## config.mk

```make
export PLATFORM = sky130hd
export DESIGN_NAME = ext_ta_unit
export DESIGN_NICKNAME = d
export VERILOG_FILES = /design/src/rtl/xar_pkg.sv /design/src/rtl/xar_decode.sv /design/src/rtl/xar_addr_calc.sv /design/src/rtl/xar_seq.sv /design/src/rtl/ext_ta_unit.sv
export SDC_FILE = /design/constraint.sdc
export NUM_CORES = 1
export LEC_CHECK = 0
export ABC_CLOCK_PERIOD_IN_PS = 3300
export BUFFER_PORTS_ARGS = -buffer_cell sky130_fd_sc_hd__buf_2
export CORE_MARGIN = 3
export CORE_UTILIZATION = 52
export DETAILED_ROUTE_END_ITERATION = 10
export PLACE_DENSITY = 0.86
export SYNTH_ARGS = -nofsm -noshare
export SYNTH_HDL_FRONTEND = slang
export SYNTH_SLANG_ARGS = --single-unit
```

## constraint.sdc

```tcl
create_clock -name clk -period 3.3 [get_ports clk]
set_clock_uncertainty 0.15 [all_clocks]
set_input_delay 0.165 -clock clk [delete_from_list [all_inputs] [get_ports clk]]
set_output_delay 0.165 -clock clk [all_outputs]
set_load 0.01 [all_outputs]
```

## src/rtl/xar_pkg.sv

```systemverilog
package xar_pkg;

  localparam int FIELD_W = 20;
  localparam int DISP_W  = 12;

  typedef struct packed {
    logic               is_mem;
    logic [2:0]         len;
    logic               n;
    logic               i;
    logic               x;
    logic               b;
    logic               p;
    logic               e;
    logic               err;
    logic               imm;
    logic               ind;
    logic [FIELD_W-1:0] field;
  } xar_dec_t;

  typedef enum logic [1:0] {
    SQ_IDLE = 2'd0,
    SQ_READ = 2'd1,
    SQ_FIN  = 2'd2
  } xar_state_e;

endpackage

```

## src/rtl/xar_decode.sv

```systemverilog
module xar_decode
  import xar_pkg::*;
(
  input  logic [31:0] instr,
  input  logic [1:0]  fmt_cls,
  output xar_dec_t    dec
);

  logic [5:0] unused_opcode;
  assign unused_opcode = instr[31:26];

  always_comb begin
    dec        = '0;
    dec.is_mem = (fmt_cls == 2'b00);
    dec.n      = instr[25];
    dec.i      = instr[24];
    dec.x      = instr[23];
    dec.b      = instr[22];
    dec.p      = instr[21];
    dec.e      = instr[20];
    dec.field  = instr[20] ? instr[19:0]
                           : {{(FIELD_W-DISP_W){1'b0}}, instr[19:8]};
    if (fmt_cls[1]) begin
      dec.len = 3'd2;
    end else if (fmt_cls[0]) begin
      dec.len = 3'd1;
    end else begin
      dec.len = instr[20] ? 3'd4 : 3'd3;
    end
    dec.err = dec.is_mem & dec.b & dec.p;
    dec.imm = dec.is_mem & ~dec.err & dec.i & ~dec.n;
    dec.ind = dec.is_mem & ~dec.err & dec.n & ~dec.i;
  end

endmodule

```

## src/rtl/xar_addr_calc.sv

```systemverilog
module xar_addr_calc
  import xar_pkg::*;
#(
  parameter int AW = 20
) (
  input  xar_dec_t      dec,
  input  logic [AW-1:0] base_val,
  input  logic [AW-1:0] index_val,
  input  logic [AW-1:0] pc_val,
  output logic [AW-1:0] ta
);

  logic [FIELD_W-1:0] fld_sext;
  logic [AW-1:0]      fld_zero_w;
  logic [AW-1:0]      fld_sign_w;
  logic [AW-1:0]      anchor;
  logic [AW-1:0]      offset;
  logic [AW-1:0]      idx_add;

  // 12-bit displacement sign-extends to the 20-bit field width
  assign fld_sext = dec.e ? dec.field
                          : {{(FIELD_W-DISP_W){dec.field[DISP_W-1]}},
                             dec.field[DISP_W-1:0]};

  generate
    if (AW > FIELD_W) begin : g_wide
      assign fld_zero_w = {{(AW-FIELD_W){1'b0}}, dec.field};
      assign fld_sign_w = {{(AW-FIELD_W){fld_sext[FIELD_W-1]}}, fld_sext};
    end else begin : g_exact
      assign fld_zero_w = dec.field[AW-1:0];
      assign fld_sign_w = fld_sext[AW-1:0];
    end
  endgenerate

  always_comb begin
    anchor  = '0;
    offset  = fld_zero_w;
    if (dec.b) begin
      anchor = base_val;
    end else if (dec.p) begin
      anchor = pc_val;
      offset = fld_sign_w;
    end
    idx_add = dec.x ? index_val : '0;
    if (!dec.is_mem || dec.err) begin
      ta = '0;
    end else begin
      ta = anchor + offset + idx_add;
    end
  end

endmodule

```

## src/rtl/xar_seq.sv

```systemverilog
module xar_seq
  import xar_pkg::*;
#(
  parameter int AW = 20,
  parameter int WW = 24
) (
  input  logic          clk,
  input  logic          rst_n,
  input  logic          req_valid,
  output logic          req_ready,
  input  xar_dec_t      dec,
  input  logic [AW-1:0] ta_in,
  output logic          rd_valid,
  input  logic          rd_ready,
  output logic [AW-1:0] rd_addr,
  input  logic [WW-1:0] rd_data,
  output logic          done,
  output logic [2:0]    len,
  output logic [AW-1:0] ta,
  output logic          imm,
  output logic          err,
  output logic [AW-1:0] op_addr
);

  xar_state_e st_q;
  logic       fire;

  logic [WW-AW-1:0] unused_rd_hi;
  assign unused_rd_hi = rd_data[WW-1:AW];

  assign req_ready = (st_q == SQ_IDLE);
  assign fire      = req_valid & req_ready;
  assign rd_valid  = (st_q == SQ_READ);
  assign rd_addr   = ta;

  always_ff @(posedge clk or negedge rst_n) begin
    if (!rst_n) begin
      st_q    <= SQ_IDLE;
      done    <= 1'b0;
      len     <= '0;
      ta      <= '0;
      imm     <= 1'b0;
      err     <= 1'b0;
      op_addr <= '0;
    end else begin
      done <= 1'b0;
      unique case (st_q)
        SQ_IDLE: begin
          if (fire) begin
            len <= dec.len;
            ta  <= ta_in;
            imm <= dec.imm;
            err <= dec.err;
            if (dec.ind) begin
              op_addr <= '0;
              st_q    <= SQ_READ;
            end else begin
              op_addr <= ta_in;
              st_q    <= SQ_FIN;
            end
          end
        end
        SQ_READ: begin
          if (rd_ready) begin
            op_addr <= rd_data[AW-1:0];
            st_q    <= SQ_FIN;
          end
        end
        SQ_FIN: begin
          done <= 1'b1;
          st_q <= SQ_IDLE;
        end
        default: st_q <= SQ_IDLE;
      endcase
    end
  end

  // stalled read keeps its request and address
  a_r7_rd_hold: assert property (@(posedge clk) disable iff (!rst_n)
    rd_valid && !rd_ready |=> rd_valid && $stable(rd_addr));

  // one read per request
  a_r7_single_read: assert property (@(posedge clk) disable iff (!rst_n)
    rd_valid && rd_ready |=> !rd_valid);

  // done is a single-cycle pulse
  a_r10_done_pulse: assert property (@(posedge clk) disable iff (!rst_n)
    done |=> !done);

  // no completion on the edge right after acceptance
  a_r10_no_early_done: assert property (@(posedge clk) disable iff (!rst_n)
    req_valid && req_ready |=> !done);

endmodule

```

## src/rtl/ext_ta_unit.sv

```systemverilog
module ext_ta_unit
  import xar_pkg::*;
#(
  parameter int AW = 20,
  parameter int WW = 24
) (
  input  logic          clk,
  input  logic          rst_n,
  input  logic          req_valid,
  output logic          req_ready,
  input  logic [31:0]   instr,
  input  logic [1:0]    fmt_cls,
  input  logic [AW-1:0] base_val,
  input  logic [AW-1:0] index_val,
  input  logic [AW-1:0] pc_val,
  output logic          rd_valid,
  input  logic          rd_ready,
  output logic [AW-1:0] rd_addr,
  input  logic [WW-1:0] rd_data,
  output logic          done,
  output logic [2:0]    len,
  output logic [AW-1:0] ta,
  output logic          imm,
  output logic          err,
  output logic [AW-1:0] op_addr
);

  xar_dec_t      dec;
  logic [AW-1:0] ta_comb;

  xar_decode u_decode (
    .instr   (instr),
    .fmt_cls (fmt_cls),
    .dec     (dec)
  );

  xar_addr_calc #(.AW(AW)) u_addr (
    .dec       (dec),
    .base_val  (base_val),
    .index_val (index_val),
    .pc_val    (pc_val),
    .ta        (ta_comb)
  );

  xar_seq #(.AW(AW), .WW(WW)) u_seq (
    .clk       (clk),
    .rst_n     (rst_n),
    .req_valid (req_valid),
    .req_ready (req_ready),
    .dec       (dec),
    .ta_in     (ta_comb),
    .rd_valid  (rd_valid),
    .rd_ready  (rd_ready),
    .rd_addr   (rd_addr),
    .rd_data   (rd_data),
    .done      (done),
    .len       (len),
    .ta        (ta),
    .imm       (imm),
    .err       (err),
    .op_addr   (op_addr)
  );

  // illegal b/p never starts a read
  a_r9_err_no_read: assert property (@(posedge clk) disable iff (!rst_n)
    req_valid && req_ready && dec.err |=> !rd_valid);

  // immediate use never starts a read
  a_r6_imm_no_read: assert property (@(posedge clk) disable iff (!rst_n)
    req_valid && req_ready && dec.imm |=> !rd_valid);

  // short formats never start a read
  a_r1_short_no_read: assert property (@(posedge clk) disable iff (!rst_n)
    req_valid && req_ready && !dec.is_mem |=> !rd_valid);

endmodule

```

==> reports/metrics.yaml <==
worst_setup_path:
  path_cells: "buf_2 -> nor2b_2 -> a22oi_1 -> fa_1 -> inv_1 -> ha_1 -> fa_2 -> a211oi_2 -> o21bai_1 -> o311a_1 -> nor2_2 -> o21ai_1 -> xor2_1 -> a221o_1"
  end_kind: "register"
  start_kind: "input port"
  arrival_ns: 3.15
  critPathSlowestCell: "fa_1"
  max_stage_delay_ns: 0.51
  crit_fanout: 4
  required_ns: 3.34
  worstSetupPathType: "input port to register"
  r2r_slack_ns: 0.98
global_route:
  grt_pass1_vias: 4181
  grt_antenna_before_repair: 0
  gr-total-overflow: 0
  track_usage: 0.2683
  grt_max_degree: 49
  grt_pass1_wl_um: 19310
sta:
  setup_viol: 0
  rsz0062_at_grt: "no"
  worstMarginPinSlew_ns: 1.042
  fin_crit_sh: 0.9423
  slew_violations: 0
  fmaxAchievable_ghz: 0.3216
  relSlewSlack: 0.3056
  finalHoldViolCount: 0
  fin_crit_ns: 3.109
  setup_slack_ns: 0.1905
clock_network:
  clk-insertion-delay-late_ns: 0.30
  cts_setup_buffers: 0
  cts_tree: "done"
  path_clk_slew_ns: 0.08
  cts-buffers-inserted: 5
  cts_sinks: 48
  clockBufferDepth: 2
  h-tree-depth: 2
  cts_root_buf: "clkbuf_8"
yosys:
  synth_top_area_share: 0.2914
  synth_edf_count: 0
  yosysTopAreaCell: "dfrtp_1"
  synthFlopType: "dfrtp_1"
  ys_types: 61
  ys_top_cells_by_count: "67 x nand2_1, 48 x dfrtp_1, 40 x inv_1, 30 x a21oi_1, 24 x o21ai_0"
  synth-seq-cells: 48
  async_reset_ff_frac: 1.000
  synth_warnings: 0
  synth_fp_nets: 631
  netlist_instances: 471
  yosys-top-cells-area: "dfrtp_1 29%, fa_1 9.7%, nand2_1 6.1%"
  synth.yosys.seq_area_share: 0.2914
  syn_avg_cell_area_um2: 8.753
  syn_area_mm2: 0.004123
  yosysMostFrequentCell: "nand2_1"
floorplanning:
  ios: 190
  start_util: 0.5507
  rows: 31
  dieArea_mm2: 0.009033
  die_y_um: 95.04
  fp.dieW_um: 95.04
  core-area_mm2: 0.007486
hold_path:
  hold_class: "input port to register"
finish:
  fillers: 602
  drive_gt1_frac: 0.3759
  fin_area_mm2: 0.005428
  area_growth_pct: 31.65
  multi_input_area_mm2: 0.002522
  seqCellArea_mm2: 0.001201
  nets: 825
routing:
  via_per_inst: 5.438
  drtIter0Drc: 170
  ant_nets: 0
  post_drt_wl_per_cell_um: 15.77
  vias: 4160
  remaining_drc_errors: 0
  dr.pass1.iters: 5
  wirelength_um: 12070
status:
  status: "finished clean"
power:
  powerDensity_mw_per_mm2: 451.1
  seqPwrFrac: 0.295
  power.switching_uw: 912.5
  leakagePower_uw: 0.003013
  ir_drop_mv: 0.2618
  swShare: 0.3727
  power.share.combinational: 0.506
  internal-power_uw: 1536
  clkPwrFrac: 0.199
placed_design:
  pre_cts_ws_ns: -0.1146
  gp_congestion: 0.9017
  dpl.hpwl_um: 9878
  placed_cell_area_mm2: 0.005216
  numPortBuffers: 179
job:
  drv_cap: 0
-- flip-flops by register name (all words and copies together), names as in the netlist --
register	cells
u_seq.len	3
u_seq.op_addr	20
u_seq.st_q	2
u_seq.rd_addr	20
u_seq.err	1
u_seq.done	1
u_seq.imm	1
-- cell type report --
type | instances | area share
Clock inverter | 2 | 0.01106
Sequential cell | 48 | 0.2213
Tap cell | 99 | 0.02282
Multi-Input combinational cell | 340 | 0.4647
Antenna cell | 1 | 0.0004610
Timing Repair Buffer | 230 | 0.2393
Clock buffer | 5 | 0.01268
Inverter | 40 | 0.02766
-- cells by family after synthesis --
family                     share of synthesized area
AOI/OAI and AO/OA                             0.2379
xor gates and xnor gates                     0.03824
and+or+nand+nor                               0.1487
adders and majority gates                     0.1517
muxes                                        0.03399
buffers and inverters                        0.09803
DFF                                           0.2914
-- metal layers --
layer	GRT usage	part of all wire	vias up
met5	0	0	-
met1	0.3646	0.43	1932
li1	-	-	2016
met2	0.4586	0.48	198
met4	0.07212	0.015	0
met3	0.02684	0.076	14
-- worst paths after layout --
path / from / endpoint / depth (start not counted)
worst max-delay path: instr[22] / u_seq.op_addr[17] / 14
worst min-delay path: rd_data[11] / u_seq.op_addr[11] / 3
worst max register to register: u_seq.st_q[0] / u_seq.op_addr[12] / 6
worst min register to register: u_seq.op_addr[3] / u_seq.op_addr[3] / 2
max in group asynchronous: rst_n / u_seq.op_addr[17] / 2
min in group asynchronous: rst_n / u_seq.op_addr[0] / 2
-- timing repair --
action,4_1_cts,5_1_grt
endpoints found under the hold margin,55,0
gates resized for setup,0,0
hold buffers,8,0
-- power by group through the flow --
stage | Combinational [uW] | Sequential, uW | Clock (uW)
floorplan | 724 | 768 | 0
global placement | 1200 | 729 | 0
detailed placement | 1220 | 732 | 0
CTS | 1240 | 722 | 493
global route | 1370 | 732 | 516
finish | 1240 | 722 | 488
-- critical path, delay by kind of cell --
family / cells / cell delay [ns]
AOI/OAI and AO/OA: 6 / 1.24
xor gates and xnor gates: 1 / 0.18
adders and majority gates: 3 / 1.10
buffers and inverters: 2 / 0.16
and+or+nand+nor: 2 / 0.29
-- placed cells by master, fill, tap and decap left out, drive strengths merged, types with 3 or more instances in the layout --
| cell type | n |
|---|---|
| a221oi | 3 |
| nor3 | 6 |
| mux2i | 14 |
| dlygate4sd3 | 8 |
| nor2b | 4 |
| a21oi | 32 |
| a22oi | 20 |
| o21bai | 4 |
| nor4 | 3 |
| a21o | 8 |
| buf | 222 |
| nand2 | 67 |
| dfrtp | 48 |
| o31ai | 7 |
| clkbuf | 5 |
| ha | 18 |
| nand3 | 4 |
| fa | 20 |
| nor2 | 25 |
| a22o | 8 |
| inv | 40 |
| a221o | 5 |
| o21ai | 29 |
| a32oi | 3 |
| xor2 | 9 |
| nand2b | 4 |
| a31oi | 3 |
| and3 | 9 |
| o22ai | 3 |
| xnor2 | 9 |
-- metrics by stage --
stage               hold slack [ns]    util  power [uW]  std cells  setup TNS, ns
floorplan                   -0.2806       -        1492        471              0
global placement             0.2452  0.6968        1929        749        -0.1320
detailed placement           0.2538  0.6968        1952        749        -0.3404
CTS                        0.001219  0.7247        2451        764              0
global route                0.01888  0.7247        2620        764              0
finish                     0.001873  0.7251        2449        765              0
Note: power is estimated with default switching activity, not from simulation.
